File: src/rtl/lb_activity_monitor.sv
module lb_activity_monitor #(
  parameter int W        = 6,
  parameter int SIZE_RST = 20,
  parameter int ASRT_RST = 15,
  parameter int DEAS_RST = 10
) (
  input  logic       clk,
  input  logic       rst_n,
  input  logic [1:0] cfg_addr,
  input  logic       cfg_wr,
  input  logic [7:0] cfg_wdata,
  output logic [7:0] cfg_rdata,
  input  logic       chk_stb,
  input  logic       ref_idle,
  output logic       alarm
);

  logic [W-1:0] size_q, asrt_q, deas_q, fill_q, step, fill_n;

  wire [W-1:0] wv = cfg_wdata[W-1:0];
  wire unused_hi  = |cfg_wdata[7:W];

  wire wr_size = cfg_wr && cfg_addr == 2'd0 && wv >= asrt_q;
  wire wr_asrt = cfg_wr && cfg_addr == 2'd1 && wv > deas_q && wv <= size_q;
  wire wr_deas = cfg_wr && cfg_addr == 2'd2 && wv < asrt_q;

  always_comb begin
    case (cfg_addr)
      2'd0:    cfg_rdata = {{(8-W){1'b0}}, size_q};
      2'd1:    cfg_rdata = {{(8-W){1'b0}}, asrt_q};
      2'd2:    cfg_rdata = {{(8-W){1'b0}}, deas_q};
      default: cfg_rdata = '0;
    endcase
  end

  always_ff @(posedge clk or negedge rst_n) begin
    if (!rst_n) begin
      size_q <= W'(SIZE_RST);
      asrt_q <= W'(ASRT_RST);
      deas_q <= W'(DEAS_RST);
    end else begin
      if (wr_size) size_q <= wv;
      if (wr_asrt) asrt_q <= wv;
      if (wr_deas) deas_q <= wv;
    end
  end

  always_comb begin
    step = fill_q;
    if (chk_stb) begin
      if (ref_idle) begin
        if (fill_q < size_q) step = fill_q + 1'b1;
      end else if (fill_q != '0) begin
        step = fill_q - 1'b1;
      end
    end
    fill_n = (step > size_q) ? size_q : step;
  end

  always_ff @(posedge clk or negedge rst_n) begin
    if (!rst_n) begin
      fill_q <= '0;
      alarm  <= 1'b0;
    end else begin
      fill_q <= fill_n;
      if (fill_q >= asrt_q)      alarm <= 1'b1;
      else if (fill_q <= deas_q) alarm <= 1'b0;
    end
  end

  AST_LIMIT_ORDER: assert property (@(posedge clk) disable iff (!rst_n)
    size_q >= asrt_q && asrt_q > deas_q);
  AST_SIZE_REJECT: assert property (@(posedge clk) disable iff (!rst_n)
    cfg_wr && cfg_addr == 2'd0 && wv < asrt_q |=> $stable(size_q));
  AST_ASRT_REJECT: assert property (@(posedge clk) disable iff (!rst_n)
    cfg_wr && cfg_addr == 2'd1 && (wv <= deas_q || wv > size_q) |=> $stable(asrt_q));
  AST_DEAS_REJECT: assert property (@(posedge clk) disable iff (!rst_n)
    cfg_wr && cfg_addr == 2'd2 && wv >= asrt_q |=> $stable(deas_q));
  AST_FILL_UP: assert property (@(posedge clk) disable iff (!rst_n)
    chk_stb && ref_idle && !cfg_wr && fill_q < size_q |=> fill_q == $past(fill_q) + 1'b1);
  AST_FILL_FLOOR: assert property (@(posedge clk) disable iff (!rst_n)
    chk_stb && !ref_idle && fill_q == '0 |=> fill_q == '0);
  AST_ALARM_SET: assert property (@(posedge clk) disable iff (!rst_n)
    fill_q >= asrt_q |=> alarm);
  AST_ALARM_CLR: assert property (@(posedge clk) disable iff (!rst_n)
    fill_q <= deas_q |=> !alarm);
  AST_FILL_CLAMP: assert property (@(posedge clk) disable iff (!rst_n)
    1'b1 |=> fill_q <= $past(size_q));

endmodule

File: config.mk
export PLATFORM = sky130hd
export DESIGN_NAME = lb_activity_monitor
export DESIGN_NICKNAME = d
export VERILOG_FILES = /design/src/rtl/lb_activity_monitor.sv
export SDC_FILE = /design/constraint.sdc
export NUM_CORES = 1
export LEC_CHECK = 0
export ABC_AREA = 1
export CAP_MARGIN = 20
export CORE_MARGIN = 4
export CORE_UTILIZATION = 32
export DETAILED_ROUTE_END_ITERATION = 10
export PLACE_DENSITY_LB_ADDON = 0.08
export SLEW_MARGIN = 20
export SYNTH_ARGS = -nofsm -noshare
export SYNTH_HDL_FRONTEND = slang
export SYNTH_SLANG_ARGS = --single-unit
export TNS_END_PERCENT = 50
File: constraint.sdc
create_clock -name clk -period 2.9 [get_ports clk]
set_clock_uncertainty 0.05 [all_clocks]
set_input_delay 0.725 -clock clk [delete_from_list [all_inputs] [get_ports clk]]
set_output_delay 0.725 -clock clk [all_outputs]
set_load 0.01 [all_outputs]
**After elaboration in Yosys (flattened, before gate mapping)**

Cells that the tools add are included.
W data, S select, Z words.

- Add/subtract/negate cells: 2
- $lt $le $gt $ge: 8
- Eq/ne operators: 2
- Mux-type cells: 8
- Reductions and logical operators: 10

Operator list:

| kind | count |
|---|---|
| $mux W6 | 5 |
| $pmux W6 S3 | 1 |
| $ge A6 B6 Y1 | 2 |
| $gt A6 B6 Y1 | 2 |
| $le A6 B6 Y1 | 2 |
| $lt A6 B6 Y1 | 2 |
| $logic_and A1 B1 Y1 | 7 |
| $add A6 B1 Y6 const B | 1 |
| $reduce_bool A6 Y1 | 1 |
| $sub A6 B1 Y6 const B | 1 |
| $eq A2 B1 Y1 const B | 1 |
| $eq A2 B2 Y1 const B | 1 |
| $logic_not A2 Y1 | 1 |
| $mux W1 | 2 |
| $reduce_bool A2 Y1 | 1 |

- Bits in registers: 25
- Input bits: 15
- Output and inout port bits: 9
- Logic and storage cells: 35

**Depth between registers and ports, before layout**

Gate-level depths: netlist of run 1.

- Depth in word-level cells: 6
- Depth in mapped cells: 20
- Mapped depth without buffers: 20

**Worst setup path before layout of run 1**

Ideal clock, no wire load.

- Path kind: register to register
- Start: register size_q[4]
- End: register fill_q[0]
- Library setup time: 122 ps
- Arrival: 2544 ps
- Data required time: 2728 ps
- Slack: 184 ps
- Stages on the path, launching flop included: 20
- Path buffers: 0
- Clock period less this slack: 2716 ps
- Path through: dfstp_2 inv_1 ha_1 nand2_4 inv_2 a21oi_4 nand2_4 o21ai_1 nand2_1 nand2_1 inv_1 ha_1 inv_1 nor2_1 o21ai_1 o211ai_1 nand2_1 inv_1 nand2_1 o21ai_2

- Word-level cells in the longest chain between the ends: 6

Ends and longest elaborated chain:

| item | line | RTL |
|---|---|---|
| start, declared | 18 | `logic [W-1:0] size_q, asrt_q, deas_q, fill_q, step, fill_n;` |
| start signal, assigned | 38 | `size_q <= W'(SIZE_RST);` |
| start signal, assigned | 42 | `if (wr_size) size_q <= wv;` |
| $lt A6 B6 Y1 | 52 | `if (fill_q < size_q) step = fill_q + 1'b1;` |
| $mux W6 | 52 |  |
| $mux W6 | 51 | `if (ref_idle) begin` |
| $mux W6 | 50 | `if (chk_stb) begin` |
| $gt A6 B6 Y1 | 57 | `fill_n = (step > size_q) ? size_q : step;` |
| $mux W6 (*) | 57 |  |
| via fill_n[0] | 18 |  |
| end signal, assigned | 65 | `fill_q <= fill_n;` |
| end, declared | 18 |  |

Mark *: on every way through the listed nets, which the timed path passes. The rest lies on a longest branch.
A chain may end at the register's enable or synchronous reset.

**Worst setup path after layout of run 1**

- Start: input port cfg_addr[0]
- End: output port cfg_rdata[4]

- Word-level cells in the longest chain between the ends: 2
- Elaborated cells on any way between the ends: 4
- Classes of those cells: 2 x eq/ne; 1 x mux; 1 x reduce/logical

Ends and longest elaborated chain:

| item | line | RTL |
|---|---|---|
| start, declared | 9 | `input logic [1:0] cfg_addr,` |
| $eq A2 B2 Y1, or another cell as far along | 28 | `case (cfg_addr)` |
| $pmux W6 S3 (*) | 28 |  |
| end, declared | 12 | `output logic [7:0] cfg_rdata,` |

Every way passes the cells marked *; elsewhere a longest branch is shown, timed or not.

==> metrics, run 1 <==
placed inst area=3080 µm²; Cell variety after synth=34; CP required=2.12 ns; slowest cell on the critical path=clkdlybuf4s50_1; Root Buffer Master=clkbuf_8; hpwl dp=5950 µm; peak supply drop=0.362 mV; final std cells w/o fill=509; Post-Place Cells=501; drt total wl=7370 µm; Ys Warns=0; RSZ-0062 raised after global routing=true; drt pass-1 iters=4; failing checks=negative setup slack; NumNets Final=467; Routed Antenna Nets=0; row cnt=32; io pins=24; Synth area leader=ha_1; most frequent cell on the critical path=clkdlybuf4s50_1; Leak=1.68 nW; core area=7770 µm²; post-synth top area share=21.3%; vias in the first global route=2381; Worst Path Buf+Inv=2; Tcrit/Tclk final=106%; fin area=3320 µm²; area growth from synthesis to layout=28.8%; area occupied by registers=636 µm²; die area=9560 µm²; htree depth=1; Syn Std Cell Area=2580 µm²; GP Congestion=0.804; Fill cells=848; most common cell in the synthesized netlist=nand2_1; # setup viols final=5; CP Launch Type=input port; share of layout cells above drive strength 1=24.3%; largest net degree at the start of global routing=26; ys async rst share=100%; register area share after synthesis=24.6%; DRC=0; PwrDens=1200 nW/µm²; EDFF count, synth=0; total congestion overflow=0; ys flop type=dfrtp_1; Max Freq=325 MHz; fin crit period=3.08 ns; clk_lat worst skew=0.28 ns; synthesized flop and latch total=25; Initial DRC Count=64; vias per cell=4.69; critical-path maximum fanout=6; port bufs=19; class of the worst hold path=reg -> reg; multi-input logic area=1860 µm²; CP cell instances=clkdlybuf4s50_1 > nand2_1 > o221ai_1 > clkdlybuf4s50_1; Clock Path Buffers=2; slowest stage delay, CP=0.57 ns; Slew Viols, Final=0; max cap viols=0; Cells after Synth=355; antenna violations before repair=0; Crit Path Class=in -> out; CTS tree=yes; leading post-synthesis cells by cell area=ha_1, dfrtp_1, nand2_1; Die Span Y=97.8 µm; Syn Area/Cell=7.26 µm²; crit end category=primary output; per-cell routed wire length=14.5 µm; CTS Buf Count=3; clock sink count=25; Worst-path clk slew=0.10 ns; chip width=97.8 µm; global-route wire length before repair=12200 µm; starting density of the core=33.2%; Post-synth top cells=nand2_1, inv_1, ha_1; status=finished, violations left; Ant. Diodes=0; Total GRT Usage=15.7%; setup ws final=-0.176 ns; Critical Path AT=2.30 ns; CP top delay family=buffers and inverters; R2R setup slack=0.12 ns; Hold Violations, Final=0; Vias=2389
-- power breakdown --
part           total (mW)  leakage, nW  internal (mW)  switching, mW
combinational        3.05         1.36           1.31           1.74
clock               0.222       0.0228         0.0987          0.124
sequential          0.702        0.294          0.559          0.143
total                3.98         1.68           1.97           2.00
-- cell type report --
class	count	area share, %
clock buffers	4	1.36
inverters	53	6.07
multi-input cells	271	55.9
flip-flops and latches	25	19.1
well taps	102	3.84
repair buffers	54	13.7
-- layout by cell type (no fill, tap or decap), drive strengths merged --
master,instances
clkbuf,4
a21boi,1
o21bai,1
nor2,23
dfrtp,17
xor2,2
a31o,1
nand4,3
o21ai,25
nand2,111
o211ai,6
and2,1
o221ai,5
xnor2,2
inv,53
dfstp,8
buf,35
nor3,3
nand3,26
dlygate4sd2,1
clkdlybuf4s50,18
a21oi,15
conb,2
ha,44
-- routing by layer --
layer	vias to the layer above	share of wire, %	GRT usage, %
li1	1264	-	-
met3	5	1.9	1.64
met1	1098	50	21.6
met2	22	47	27.1
met4	0	0.62	2.56
met5	-	0	0
-- stage by stage --
step	util (%)	setup slack [ns]	total power, mW	hold WS, ns	TNS (ns)
floorplan	-	0.184	2.51	0.379	0
global route	42.8	-0.263	4.46	0.443	-1.40
global placement	39.7	-0.191	3.30	0.406	-1.37
detailed placement	39.7	-0.180	3.35	0.412	-1.23
finish	42.8	-0.176	3.98	0.425	-0.825
CTS	40.2	-0.180	3.60	0.428	-0.847
-- tightest hold or removal path, stage by stage, from the launching register on --
cell	delay, ns
dfstp_2	0.38
nand2_1	0.05
o21ai_1	0.05
-- path summary, 6_finish.rpt --
path / from / to / cells past startpoint
min in group asynchronous: rst_n / size_q[5] / 2
worst min register to register: asrt_q[2] / asrt_q[2] / 2
worst max-delay path: cfg_addr[0] / cfg_rdata[4] / 4
worst min-delay path: asrt_q[2] / asrt_q[2] / 2
max in group asynchronous: rst_n / asrt_q[0] / 2
worst max register to register: size_q[4] / fill_q[3] / 19
-- sequential cells by signal (all words and copies together) (netlist names) --
signal  cells
alarm       1
asrt_q      6
deas_q      6
fill_q      6
size_q      6
-- timing repair --
action	4_1_cts	5_1_grt
setup buffers	0	4
setup endpoints to repair	12	11
cloned	0	0
pin swaps	1	20
hold buffers	0	0
gates resized for setup	2	32
-- kinds of logic after synthesis --
family / count (synthesis) / synth area share [%]
fa+ha+maj: 44 / 21.3
flops: 25 / 24.6
other cells: 1 / 0.145
buf+inv: 60 / 9.70
xor+xnor: 4 / 1.36
compound gates: 54 / 12.7
simple gates: 167 / 30.1
Power figures use the tool's default switching activity.
==> run 2, diff against run 1 <==
--- a/config.mk
+++ b/config.mk
@@ -11,6 +11,7 @@
 export CORE_UTILIZATION = 32
 export DETAILED_ROUTE_END_ITERATION = 10
 export PLACE_DENSITY_LB_ADDON = 0.08
+export SETUP_SLACK_MARGIN = 0.15
 export SLEW_MARGIN = 20
 export SYNTH_ARGS = -nofsm -noshare
 export SYNTH_HDL_FRONTEND = slang
==> run 2 against run 1 <==
The run now ends clean. Clock power is essentially flat. Critical path depth rose by 15. Routed wire length shrank 0.58%. Fmax increased by 10%. Via count shrank 0.21%. Worst hold slack about the same.
==> metrics, run 2 (same netlist as run 1, synthesis figures left out) <==
status=complete, no violations; most frequent cells in the layout=nand2_1, inv_1, ha_1, buf_4, nand3_1; starting density of the core=33.2%; CTS Buf Count=3; Vias=2384; Routed Antenna Nets=0; RSZ-0062 raised after global routing=true; Post-Route Setup TNS=0 ns; DRC=0; Die Span Y=97.8 µm; drt pass-1 iters=4; row cnt=32; vias in the first global route=2384; Pint=1.96 mW; die area=9560 µm²; most common cell after layout, fill and taps aside=nand2_1; global-route wire length before repair=12200 µm; Worst-path clk slew=0.09 ns; Clk pwr share=5.5%; NumNets Final=466; io pins=24; final total power=3.99 mW; largest net degree at the start of global routing=26; area growth from synthesis to layout=28.9%; Tcrit/Tclk final=96.3%; clock sink count=25; crit end category=flop; GP Congestion=0.804; worst reg2reg path depth=19; CP Launch Type=flop; htree depth=1; slowest stage delay, CP=0.55 ns; Total GRT Usage=15.7%; reg2reg end=fill_q[3]; FF-to-FF Start=size_q[4]; slowest cell on the critical path=dfstp_2; CTS tree=yes; hold wc startpoint=asrt_q[2]; Switch Pwr=2.03 mW; class of the worst hold path=reg -> reg; Crit Path Class=reg -> reg; clk_lat worst skew=0.27 ns; chip width=97.8 µm; hpwl dp=5950 µm; vias per cell=4.69; worst hold path cell count=2; Hold Violations, Final=0; # setup viols final=0; share of layout cells above drive strength 1=25.9%; Initial DRC Count=52; PwrDens=1200 nW/µm²; CP required=3.02 ns; Critical Path AT=2.91 ns; critical-path maximum fanout=6; Sw Share=50.9%; R2R setup slack=0.11 ns; total congestion overflow=0; per-cell routed wire length=14.4 µm; Clock Path Buffers=2; max cap viols=0; Leak=1.69 nW; fin crit period=2.79 ns; Fill cells=846; Seq pwr share=17.7%; multi-input logic area=1870 µm²; drt total wl=7330 µm; area occupied by registers=636 µm²; port bufs=19; CP cell instances=inv_2 > ha_4 > nand2_4 > inv_4 > a21oi_4 > nand2_8 > o21ai_2 > nand2_1 > nand2_2 > inv_2 > ha_4 > inv_1 > nor2_1 > o21ai_1 > o211ai_1 > nand2_1 > buf_6 > nand3_2 > o21ai_1; peak supply drop=0.364 mV; Slew Viols, Final=0; Ant. Diodes=0; core area=7770 µm²; Gate power share=76.8%; Root Buffer Master=clkbuf_8; hold endpoint=asrt_q[2]; antenna violations before repair=0; Max Freq=358 MHz
## run 2: critical path, delay by kind of cell (launching register included)
| family | cells | cell delay, ns |
|---|---|---|
| AO/OA/AOI/OAI | 5 | 0.64 |
| AND/OR/NAND/NOR | 7 | 0.63 |
| flip-flops | 1 | 0.55 |
| adder cells (fa/ha/maj) | 2 | 0.47 |
| buffers and inverters | 5 | 0.33 |
## run 2: power groups by stage
| stage | Combinational, mW | Sequential (mW) | Clock, mW |
|---|---|---|---|
| 2_1_floorplan | 1.81 | 0.694 | 0 |
| 3_3_place_gp | 2.60 | 0.705 | 0 |
| 3_5_place_dp | 2.64 | 0.708 | 0 |
| 4_1_cts | 2.68 | 0.704 | 0.234 |
| 5_1_grt | 3.50 | 0.730 | 0.249 |
| 6_report | 3.06 | 0.706 | 0.221 |
## run 2: layout make-up
type	count	area share, %
Tap cell	102	3.84
Timing Repair Buffer	53	13.3
Multi-Input combinational cell	271	56.3
Inverter	53	6.14
Sequential cell	25	19.1
Clock buffer	4	1.36
## run 2: worst max-delay path by stage
stage	from	to	slack (ns)	cells after the start
final	size_q[4]	fill_q[3]	0.11	19
after global routing	size_q[4]	fill_q[3]	-0.04	19
after CTS	size_q[4]	fill_q[3]	0.11	19
after detailed placement	cfg_addr[0]	cfg_rdata[1]	-0.18	4
after global placement	cfg_addr[0]	cfg_rdata[1]	-0.19	5
after floorplan	size_q[4]	fill_q[0]	0.18	19
## run 2: repair_timing
action / 4_1_cts / 5_1_grt
setup buffers: 0 / 3
setup endpoints to repair: 12 / 11
resized for setup: 17 / 36
gates cloned: 0 / 0
hold buffers: 0 / 0
pin swaps: 4 / 21
## run 2: metrics by stage
stage	hold WS [ns]	setup WS (ns)	std cells	utilization [%]	cell area, µm²
final	0.425	0.107	508	42.8	3320
after global placement	0.406	-0.191	501	39.7	3080
after detailed placement	0.412	-0.180	501	39.7	3080
after floorplan	0.379	0.184	356	-	2580
after global routing	0.443	-0.0413	508	42.8	3320
after CTS	0.428	0.110	505	40.5	3150
## run 2: per-layer routing
| layer | part of all wire (%) | vias up | routed length [µm] | track usage (%) |
|---|---|---|---|---|
| met5 | 0 | - | 0 | 0 |
| met2 | 47 | 26 | 3460 | 27.1 |
| met3 | 2.2 | 5 | 162 | 1.64 |
| met1 | 50 | 1089 | 3650 | 21.6 |
| met4 | 0.66 | 0 | 48 | 2.56 |
| li1 | - | 1264 | - | - |
==> run 3, diff against run 2 <==
--- a/config.mk
+++ b/config.mk
@@ -7,12 +7,13 @@
 export LEC_CHECK = 0
 export ABC_AREA = 1
 export CAP_MARGIN = 20
+export CELL_PAD_IN_SITES_DETAIL_PLACEMENT = 1
+export CELL_PAD_IN_SITES_GLOBAL_PLACEMENT = 1
 export CORE_MARGIN = 4
 export CORE_UTILIZATION = 32
 export DETAILED_ROUTE_END_ITERATION = 10
 export PLACE_DENSITY_LB_ADDON = 0.08
 export SETUP_SLACK_MARGIN = 0.15
-export SLEW_MARGIN = 20
 export SYNTH_ARGS = -nofsm -noshare
 export SYNTH_HDL_FRONTEND = slang
 export SYNTH_SLANG_ARGS = --single-unit
==> constraint.sdc (replaced) <==
create_clock -name clk -period 3.5 [get_ports clk]
set_clock_uncertainty 0.05 [all_clocks]
set_input_delay 0.875 -clock clk [delete_from_list [all_inputs] [get_ports clk]]
set_output_delay 0.875 -clock clk [all_outputs]
set_load 0.01 [all_outputs]
==> run 3 against run 2 <==
Critical endpoint is now cfg_rdata[5]. Largest cell class unchanged. Setup slack better by 0.012 ns. Register-to-register slack better by 0.46 ns. Via count down 1.4%.
==> metrics, run 3 (same netlist as run 1, synthesis figures left out) <==
Clock Path Buffers=2; CTS Hold Bufs=0; largest net degree at the start of global routing=26; drt total wl=7600 µm; most common cell after layout, fill and taps aside=nand2_1; port bufs=19; final total power=2.87 mW; RSZ-0062 raised after global routing=true; Switch Pwr=1.50 mW; clock sink count=25; vias per cell=4.82; Clk pwr share=6.7%; critical-path maximum fanout=5; io pins=24; starting density of the core=33.2%; Hold Violations, Final=0; drt pass-1 iters=4; worst reg2reg path depth=19; Crit Path Class=in -> out; most frequent cells in the layout=nand2_1, inv_1, ha_1, nand3_1, o21ai_1; Sw Share=52.4%; global-route wire length before repair=12500 µm; peak supply drop=0.398 mV; R2R setup slack=0.57 ns; Total GRT Usage=16.3%; Routed Antenna Nets=0; CP required=2.57 ns; fin crit period=3.38 ns; vias in the first global route=2348; Gate power share=72.8%; Slew Viols, Final=0; Max Freq=296 MHz; CP Launch Type=input port; placed inst area=2950 µm²; class of the worst hold path=reg -> reg; Die Span Y=97.8 µm; share of layout cells above drive strength 1=14.5%; htree depth=1; row cnt=32; Tcrit/Tclk final=96.6%; hpwl dp=6300 µm; Ant. Diodes=0; per-cell routed wire length=15.6 µm; crit end category=primary output; Post-Place Cells=483; core area=7770 µm²; PwrDens=950 nW/µm²; chip width=97.8 µm; total congestion overflow=0; CTS tree=yes; worst hold path cell count=2; max cap viols=0; clk_lat worst skew=0.28 ns; area growth from synthesis to layout=17.2%; Worst-path clk slew=0.10 ns; area occupied by registers=636 µm²; die area=9560 µm²; Seq pwr share=20.4%; status=complete, no violations; Critical Path AT=2.46 ns; Fill cells=999; Root Buffer Master=clkbuf_8; Leak=1.59 nW; GP Congestion=0.808; final std cells w/o fill=488; Vias=2350; multi-input logic area=1700 µm²; DRC=0; Pint=1.37 mW; CTS Buf Count=3; # setup viols final=0; Post-Route Setup TNS=0 ns; NumNets Final=446; fin area=3020 µm²; Initial DRC Count=65; antenna violations before repair=0
==> run 3: cell count changes in the layout (fill, tap and decap cells not counted), sizes merged <==
| cell | previous run | this run |
|---|---|---|
| inv | 53 | 54 |
| clkbuf | 4 | 3 |
| clkdlybuf4s15 | 3 | 0 |
| dlymetal6s2s | 0 | 2 |
| buf | 35 | 14 |
| clkdlybuf4s50 | 12 | 14 |
==> run 3: repair_timing <==
action | in CTS | in global routing
pin swaps | 0 | 1
cloned | 0 | 0
setup buffers | 0 | 1
endpoints found under the hold margin | 0 | 0
setup endpoints to repair | 6 | 3
gates resized for setup | 4 | 3
==> run 3: metrics by stage <==
| stage | setup slack (ns) | hold WS [ns] | util, % |
|---|---|---|---|
| floorplan | 0.784 | 0.392 | - |
| global placement | 0.0879 | 0.408 | 37.9 |
| detailed placement | 0.0623 | 0.419 | 37.9 |
| CTS | 0.0894 | 0.437 | 38.6 |
| global route | 0.0734 | 0.453 | 38.9 |
| finish | 0.119 | 0.430 | 38.9 |
==> run 3: worst max-delay path: stages <==
cell,delay [ns]
clkdlybuf4s50_1,0.55
inv_2,0.09
nor2_4,0.15
buf_12,0.12
nand2_1,0.04
o221ai_1,0.06
clkdlybuf4s50_1,0.56
==> run 3: per-layer routing <==
layer | track usage [%] | part of all wire [%] | vias to the layer above
met3 | 2.00 | 2.7 | 2
met5 | 0 | 0 | -
met4 | 1.60 | 0.33 | 0
li1 | - | - | 1229
met1 | 24.1 | 51 | 1090
met2 | 26.5 | 46 | 29
==> run 3: worst paths after layout <==
| path | start | endpoint |
|---|---|---|
| hold / removal | asrt_q[3] | asrt_q[3] |
| min in group asynchronous | rst_n | size_q[3] |
| setup / recovery | cfg_addr[1] | cfg_rdata[5] |
| hold reg to reg | asrt_q[3] | asrt_q[3] |
| setup reg to reg | size_q[4] | fill_q[0] |
| max in group asynchronous | rst_n | deas_q[1] |
==> run 3: cell type report <==
cell class / instances / share of cell area, %
multi-input cells: 271 / 56.3
flip-flops and latches: 25 / 21.0
repair buffers: 33 / 10.2
inverters: 53 / 6.58
well taps: 102 / 4.22
clock buffers: 3 / 1.37
clock inverters: 1 / 0.290
==> run 3: power by group through the flow <==
stage | Combinational, mW | Clock, mW | Sequential (mW)
global placement | 2.07 | 0 | 0.595
detailed placement | 2.13 | 0 | 0.597
finish | 2.09 | 0.193 | 0.587
global route | 2.43 | 0.213 | 0.613
CTS | 2.13 | 0.202 | 0.591
floorplan | 1.50 | 0 | 0.575
